===== src/rtl/boot_fetch_pkg.sv =====
package boot_fetch_pkg;

    typedef enum logic [2:0] {
        ST_IDLE,
        ST_LEAD,
        ST_STREAM,
        ST_TRAIL,
        ST_FINISH,
        ST_HALT
    } fetch_state_t;

    localparam int SERIAL_BEATS = 8;
    localparam int QUAD_BEATS   = 2;

endpackage


===== src/rtl/bf_sclk_div.sv =====
module bf_sclk_div #(
    parameter int CLK_DIV = 4
) (
    input  logic clk,
    input  logic rst_n,
    input  logic run,
    output logic sclk,
    output logic rise_tick,
    output logic fall_tick
);
    localparam int HALF = CLK_DIV / 2;
    localparam int CW   = (HALF > 1) ? $clog2(HALF) : 1;
    localparam logic [CW-1:0] LAST = CW'(HALF - 1);

    generate
        if (CLK_DIV < 2 || (CLK_DIV % 2) != 0) begin : g_bad_div
            $error("CLK_DIV must be even and at least 2");
        end
    endgenerate

    logic [CW-1:0] phase_cnt;
    logic          wrap;

    assign wrap      = run && (phase_cnt == LAST);
    assign rise_tick = wrap && !sclk;
    assign fall_tick = wrap && sclk;

    always_ff @(posedge clk or negedge rst_n) begin
        if (!rst_n) begin
            phase_cnt <= '0;
            sclk      <= 1'b0;
        end else if (!run) begin
            phase_cnt <= '0;
            sclk      <= 1'b0;
        end else if (wrap) begin
            phase_cnt <= '0;
            sclk      <= ~sclk;
        end else begin
            phase_cnt <= phase_cnt + 1'b1;
        end
    end

endmodule


===== src/rtl/bf_byte_assembler.sv =====
module bf_byte_assembler
    import boot_fetch_pkg::*;
(
    input  logic       clk,
    input  logic       rst_n,
    input  logic       clear,
    input  logic       shift_en,
    input  logic       quad,
    input  logic [3:0] lanes,
    output logic       last_beat,
    output logic [7:0] byte_out,
    output logic       byte_strobe
);
    logic [7:0] shreg;
    logic [2:0] beat;
    logic [2:0] beat_limit;
    logic [7:0] shreg_next;

    always_comb begin
        if (quad) begin
            beat_limit = 3'(QUAD_BEATS - 1);
            shreg_next = {shreg[3:0], lanes};
        end else begin
            beat_limit = 3'(SERIAL_BEATS - 1);
            shreg_next = {shreg[6:0], lanes[0]};
        end
    end

    assign last_beat = shift_en && (beat == beat_limit);

    always_ff @(posedge clk or negedge rst_n) begin
        if (!rst_n) begin
            shreg       <= '0;
            beat        <= '0;
            byte_out    <= '0;
            byte_strobe <= 1'b0;
        end else begin
            byte_strobe <= 1'b0;
            if (clear) begin
                shreg <= '0;
                beat  <= '0;
            end else if (shift_en) begin
                shreg <= shreg_next;
                if (last_beat) begin
                    beat        <= '0;
                    byte_out    <= shreg_next;
                    byte_strobe <= 1'b1;
                end else begin
                    beat <= beat + 1'b1;
                end
            end
        end
    end

endmodule


===== src/rtl/boot_fetch_engine.sv =====
module boot_fetch_engine
    import boot_fetch_pkg::*;
#(
    parameter int CLK_DIV = 4,
    parameter int CNT_W   = 16
) (
    input  logic             clk,
    input  logic             rst_n,
    input  logic             start,
    input  logic [7:0]       start_delay,
    input  logic             quad_sel,
    input  logic [CNT_W-1:0] byte_count,
    input  logic [3:0]       flash_io,
    output logic             flash_cs_n,
    output logic             flash_sclk,
    output logic [7:0]       byte_data,
    output logic             byte_valid,
    output logic             done
);
    fetch_state_t     state;
    logic [7:0]       dly_left;
    logic [CNT_W-1:0] bytes_left;
    logic             quad_q;
    logic             clk_run;
    logic             rise_tick;
    logic             fall_tick;
    logic             shift_en;
    logic             byte_end;
    logic             accept;

    assign accept   = (state == ST_IDLE) && start;
    assign shift_en = (state == ST_STREAM) && rise_tick;

    bf_sclk_div #(.CLK_DIV(CLK_DIV)) u_div (
        .clk       (clk),
        .rst_n     (rst_n),
        .run       (clk_run),
        .sclk      (flash_sclk),
        .rise_tick (rise_tick),
        .fall_tick (fall_tick)
    );

    bf_byte_assembler u_asm (
        .clk         (clk),
        .rst_n       (rst_n),
        .clear       (accept),
        .shift_en    (shift_en),
        .quad        (quad_q),
        .lanes       (flash_io),
        .last_beat   (byte_end),
        .byte_out    (byte_data),
        .byte_strobe (byte_valid)
    );

    // State register and transfer counters
    always_ff @(posedge clk or negedge rst_n) begin
        if (!rst_n) begin
            state      <= ST_IDLE;
            dly_left   <= '0;
            bytes_left <= '0;
            quad_q     <= 1'b0;
        end else begin
            unique case (state)
                ST_IDLE: begin
                    if (start) begin
                        quad_q     <= quad_sel;
                        dly_left   <= start_delay;
                        bytes_left <= (byte_count == '0) ? CNT_W'(1) : byte_count;
                        state      <= (start_delay == 8'd0) ? ST_STREAM : ST_LEAD;
                    end
                end
                ST_LEAD: begin
                    if (rise_tick) begin
                        dly_left <= dly_left - 8'd1;
                        if (dly_left == 8'd1) state <= ST_STREAM;
                    end
                end
                ST_STREAM: begin
                    if (byte_end) begin
                        bytes_left <= bytes_left - 1'b1;
                        if (bytes_left == CNT_W'(1)) state <= ST_TRAIL;
                    end
                end
                ST_TRAIL: begin
                    if (fall_tick) state <= ST_FINISH;
                end
                ST_FINISH: state <= ST_HALT;
                ST_HALT:   state <= ST_HALT;
                default:   state <= ST_HALT;
            endcase
        end
    end

    // Outputs decoded from state
    always_comb begin
        clk_run    = 1'b0;
        flash_cs_n = 1'b1;
        done       = 1'b0;
        unique case (state)
            ST_LEAD, ST_STREAM, ST_TRAIL: begin
                clk_run    = 1'b1;
                flash_cs_n = 1'b0;
            end
            ST_FINISH: done = 1'b1;
            ST_IDLE, ST_HALT: ;
            default: ;
        endcase
    end

endmodule


===== config.mk =====
export PLATFORM = sky130hd
export DESIGN_NAME = boot_fetch_engine
export DESIGN_NICKNAME = d
export VERILOG_FILES = /design/src/rtl/boot_fetch_pkg.sv /design/src/rtl/bf_sclk_div.sv /design/src/rtl/bf_byte_assembler.sv /design/src/rtl/boot_fetch_engine.sv
export SDC_FILE = /design/constraint.sdc
export NUM_CORES = 1
export LEC_CHECK = 0
export ABC_AREA = 0
export ABC_CLOCK_PERIOD_IN_PS = 1800
export BUFFER_PORTS_ARGS = -buffer_cell sky130_fd_sc_hd__clkbuf_2
export CAP_MARGIN = 20
export CELL_PAD_IN_SITES_DETAIL_PLACEMENT = 0
export CELL_PAD_IN_SITES_GLOBAL_PLACEMENT = 1
export CORE_MARGIN = 4
export CORE_UTILIZATION = 38
export CTS_CLUSTER_DIAMETER = 40
export CTS_CLUSTER_SIZE = 40
export DETAILED_ROUTE_END_ITERATION = 8
export PLACE_DENSITY = 0.82
export REMOVE_ABC_BUFFERS = 1
export SLEW_MARGIN = 5
export SYNTH_ARGS = -nofsm -noshare
export SYNTH_HDL_FRONTEND = slang
export SYNTH_SLANG_ARGS = --single-unit

===== constraint.sdc =====
create_clock -name clk -period 1.8 [get_ports clk]
set_clock_uncertainty 0.2 [all_clocks]
set_input_delay 0.09 -clock clk [delete_from_list [all_inputs] [get_ports clk]]
set_output_delay 0.09 -clock clk [all_outputs]
set_load 0.02 [all_outputs]

Yosys cells after proc, flatten, opt, wreduce, memory -nomap -nowiden
Cells that the tools add are included.

Add/sub/neg operators: 4. Equality and inequality tests: 14. Multiplexer cells: 32. Bitwise gates (word level): 2. Reductions and logical operators: 19.

Operators by type and width (number): 16-bit 2-to-1 mux (3); 16-bit case mux with 2 select lines (1); 3-bit 2-to-1 mux (10); 8-bit 2-to-1 mux (3); 16-bit by 1-bit equality test with 1-bit output (second input constant) (1); 16-bit logical NOT (1); 8-bit case mux with 2 select lines (1); 16-bit by 1-bit subtractor with 16-bit output (second input constant) (1); 7-bit 2-to-1 mux (2); 2-bit != test (second input constant) (6); 3-bit case mux with 4 select lines (1); 1-bit 2-to-1 mux (10); 3-bit AND reduction (3); 8-bit by 1-bit equality test with 1-bit output (second input constant) (1); 8-bit logical NOT (1); 8-bit by 1-bit subtractor with 8-bit output (second input constant) (1); 3-bit by 2-bit equality test with 1-bit output (second input constant) (2); 1-bit logical AND (6); 6-bit AND reduction (1); 2-bit nonzero test (3); 3-bit by 1-bit adder with 3-bit output (second input constant) (1); 3-bit by 1-bit equality test with 1-bit output (second input constant) (1); 3-bit equality test (1); 3-bit equality test (second input constant) (1); other kinds (8) (9).

Register bits after elaboration: 49. Input port bits: 32. Output and inout bits: 12. Logic and storage cells: 81.

Logic depth before layout (Yosys ltp)
Depth after elaboration: 10. Mapped depth: 8. Depth with buffers taken out: 7.

Cells and area by module
From an unflattened synthesis, not the netlist that was laid out.

Cell total of the unflattened synthesis: 308. Area, all modules: 2886.5 sq um.

Modules (own cells, without submodules): boot_fetch_engine (instances 1, cells each 227, area an instance 1900.6 sq um, seq. area each 700.7 sq um); bf_byte_assembler (instances 1, cells each 73, area an instance 897.1 sq um, seq. area each 475.5 sq um); bf_sclk_div (instances 1, cells each 8, area an instance 88.8 sq um, seq. area each 50.0 sq um).

Least setup slack after synthesis
No wires, ideal clock.

Kind: reg-to-reg. From: register bytes_left[12]. To: register bytes_left[14]. Setup time: 0.124 ns. Data arrival time: 1.560 ns. Required time: 1.476 ns. Slack: -0.083 ns. Cell stages (with the launch flop): 6. Buffers on the path: 0. Period minus slack after synthesis: 1.883 ns. Path through: dfrtp_1 or2_0 or3_1 or4_1 o21ai_0 a21oi_1.

Cells in the longest elaborated chain, start to end: 3.

RTL lines: start: declaration (RTL line boot_fetch_engine.sv:22) `logic [CNT_W-1:0] bytes_left;`; start signal: assignment (RTL line boot_fetch_engine.sv:68) `bytes_left <= (byte_count == '0) ? CNT_W'(1) : byte_count;`; start signal: assignment (RTL line boot_fetch_engine.sv:80) `bytes_left <= bytes_left - 1'b1;`; 16-bit by 1-bit subtractor with 16-bit output (RTL line boot_fetch_engine.sv:80); 16-bit 2-to-1 mux (RTL line boot_fetch_engine.sv:79) `if (byte_end) begin`; 16-bit case mux with 2 select lines (RTL line boot_fetch_engine.sv:63) `unique case (state)`.

No other way between the ends. The select of a mux whose other input is x is not followed. A chain may end at the register's enable or synchronous reset.

Worst setup path after layout
Ends and elaborated chain as after synthesis.

==> results.py <==
metrics = {
    "status": {
        "status": "finished with violations",
        "violations": "hold timing, setup timing",
    },
    "floorplanning": {
        "initial_utilization_pct": 39.9,
        "ioPinCount": 44,
        "die_y_um": 93.2,
        "fp.dieW_um": 93.2,
        "coreArea_um2": 6910,
        "fp-row-count": 30,
        "die_area_um2": 8680,
    },
    "setup_path": {
        "cpMaxStageDelayCell": "or4_1",
        "path_class": "reg2reg",
        "ff2ff_setup_slack_ps": -90,
        "worstPathRequired_ps": 1790,
        "timing.rr.start": "bytes_left[12]",
        "start_kind": "register",
        "end_kind": "register",
        "cp.arrival_ps": 1880,
        "reg2reg_to": "bytes_left[14]",
        "startpoint": "bytes_left[12]",
        "slowest_delay_ps": 400,
        "crit_path_cell_trace": "or2_1 > or3_4 > or4_1 > o21ai_1 > a21oi_1",
        "reg2reg_depth": 5,
        "cp-endpoint": "bytes_left[14]",
        "path_max_fanout": 2,
    },
    "grt": {
        "grt_pass1_wl_mm": 12.3,
        "overflow": 0,
        "grt_pass1_vias": 2630,
        "track_usage_pct": 17.5,
        "grt_antenna_before_repair": 0,
        "grt_start_max_net_pins": 50,
    },
    "synth": {
        "synth_edf_count": 0,
        "synth_cell_types": 52,
        "synth_cells": 311,
        "seq_area_frac_synth_pct": 44.5,
        "synthArstFlopShare_pct": 100,
        "yosys_most_used_dff": "dfrtp_1",
        "synth-seq-cells": 49,
        "yosysWarningCount": 0,
        "syn_area_um2": 2760,
        "syn-mean-instance-area_um2": 8.86,
    },
    "timing": {
        "report.final.hold_viol_count": 1,
        "setup_violations": 2,
        "period_needed_ps": 1890,
        "slew_headroom_pct": 74.9,
        "fin_setup_tns_ps": -155,
        "fmax_ghz": 0.530,
        "rsz0062_at_grt": "yes",
        "worst_slack_ps": -86.7,
        "holdWs_ps": -95.3,
        "tightest_slew_ps": 373,
        "slew_viol_final": 0,
        "post-route-period-util_pct": 105,
    },
    "detailed_routing": {
        "drtIter0Drc": 107,
        "wl_met1_mm": 3.67,
        "wire_per_inst_um": 14.5,
        "met3_length_um": 264,
        "wl_mm": 7.54,
        "vias": 2729,
        "ant_nets": 0,
        "drt_first_pass_iters": 5,
        "routed.top_layer": "met4",
        "drc": 0,
        "vias_per_cell": 5.23,
        "dr_wl_met2_mm": 3.52,
    },
    "power_and_ir_drop": {
        "clkPwrFrac_pct": 12.9,
        "peakVddDrop_v": 0.000622,
        "p_switching_mw": 2.03,
        "p_seq_share_pct": 36.3,
        "switching_share_pct": 39.4,
        "p_per_area_nw_per_um2": 1300,
        "intPower_mw": 3.12,
        "total_power_mw": 5.15,
        "p_comb_share_pct": 50.8,
        "p_leak_nw": 1.77,
    },
    "place": {
        "place_hpwl_mm": 5.17,
        "place_congestion": 0.887,
        "io_buffers": 43,
        "dp.cells": 481,
    },
    "clocking": {
        "cts_buffer_depth": 2,
        "clkSlewWorstSetupHoldPaths_ps": 90,
        "insertion_delay_ps": 310,
        "root_buffer": "clkbuf_8",
        "cts.sinks": 49,
        "ctsHtreeMaxLevel": 2,
        "cts_hold_buf": 25,
        "cts_buffers": 5,
        "cts_tree": "done",
    },
    "final_layout": {
        "final_layout_size_suffix_gt1_share_pct": 32.9,
        "fin_cells": 522,
        "syn2layout_area_growth_pct": 43.1,
        "fillers": 649,
        "layout.nets": 462,
        "utilization_pct": 57.1,
        "antenna_cells": 0,
    },
    "flow_run": {
        "maxCapViolCount": 0,
    },
    "hold_path": {
        "hold_path.class": "in2reg",
    },
}
cells in the final DEF, fill, tap and decap left out, types with 7 or more instances in the layout:
master and count:
nor2_1 21, a22oi_1 7, inv_1 11, nand3_1 12
o21ai_0 36, mux2i_1 8, dlygate4sd3_1 25, buf_4 49
nor3_1 7, dfrtp_1 49, clkbuf_2 41, a21oi_1 25
nand2_1 24
sequential cells by signal, summed over array words and instances, names as in the netlist:
| register | count |
|---|---|
| u_div.phase_cnt | 1 |
| dly_left | 8 |
| u_asm.shreg | 7 |
| u_asm.byte_strobe | 1 |
| state | 3 |
| u_asm.beat | 3 |
| u_asm.byte_out | 8 |
| bytes_left | 16 |
| u_div.sclk | 1 |
| quad_q | 1 |
stage by stage:
step / setup WS, ps / cell area [um^2] / hold slack [ps]
6_report: -86.7 / 3940 / -95.3
5_1_grt: -128 / 3940 / -93.4
4_1_cts: -90.5 / 3790 / -100
3_5_place_dp: -126 / 3390 / -92.9
3_3_place_gp: -92.3 / 3390 / -93.9
2_1_floorplan: -917 / 2660 / -406
worst max-delay path: cells and delay by family (launching register included):
family / cells / cell delay, ps
flip-flops: 1 / 380
AO/OA/AOI/OAI: 2 / 150
AND/OR/NAND/NOR: 3 / 1040
final cells by class:
cell class                      instances  area [um^2]  share of cell area (%)
Timing Repair Buffer                  125          973                    24.7
Clock inverter                          2         13.8                   0.349
Tap cell                               96          120                    3.05
Clock buffer                            6         72.6                    1.84
Multi-Input combinational cell        233         1500                    37.9
Inverter                               11         41.3                    1.05
Sequential cell                        49         1230                    31.1
worst min-delay path by stage:
stage | start | end | cells after the start
2_1_floorplan | rst_n | bytes_left[0] | 0
3_3_place_gp | rst_n | bytes_left[10] | 2
3_5_place_dp | rst_n | bytes_left[10] | 2
4_1_cts | byte_count[14] | bytes_left[14] | 3
5_1_grt | byte_count[14] | bytes_left[14] | 3
6_report | byte_count[14] | bytes_left[14] | 3
synth_stat cells (3+ instances only):
master     n  area (um^2)
buf_2      5         25.0
nor2b_1    3         18.8
nand2_1   25         93.8
ha_1       5         62.6
o21ai_0   37          185
o21ai_1    5         25.0
and2_1     3         18.8
a31oi_1    4         25.0
o22ai_1    5         31.3
or2_2      3         18.8
buf_4      3         22.5
dfrtp_1   49         1230
a22oi_1    7         52.6
inv_1     11         41.3
mux2i_1    8         80.1
nor3_1     9         45.0
clkbuf_1   9         33.8
or3_1      4         25.0
or4_1      3         22.5
nor4_1     7         43.8
o22a_1     4         35.0
nand3_1   12         60.1
nor2_1    25         93.8
a21oi_1   27          135
power groups by stage:
stage | Clock, mW | Combinational, mW | Sequential [mW]
after floorplan | 0 | 1.19 | 1.92
after global placement | 0 | 2.27 | 1.84
after detailed placement | 0 | 2.32 | 1.86
after CTS | 0.685 | 2.45 | 1.85
after global routing | 0.732 | 2.91 | 1.93
final | 0.663 | 2.61 | 1.87
logic make-up after synthesis:
family / after synthesis / share of synthesized area, %
AND/OR/NAND/NOR: 112 / 21.3
AO/OA/AOI/OAI: 106 / 23.5
flip-flops: 49 / 44.5
buffers and inverters: 29 / 4.86
multiplexers: 9 / 3.31
adder cells (fa/ha/maj): 5 / 2.27
XOR/XNOR: 1 / 0.318
what timing repair did:
item,4_1_cts,5_1_grt
pin swaps,5,7
gates cloned,0,1
endpoints found under the hold margin,78,1
resized for setup,13,26
setup buffers,3,4
endpoints found under the setup margin,11,22
metal layers:
layer | track usage [%] | vias to the layer above
met5 | 0 | -
met4 | 4.76 | 0
met3 | 3.22 | 10
met2 | 28.3 | 58
met1 | 24.1 | 1285
li1 | - | 1376
(Power assumes the default switching activity.)
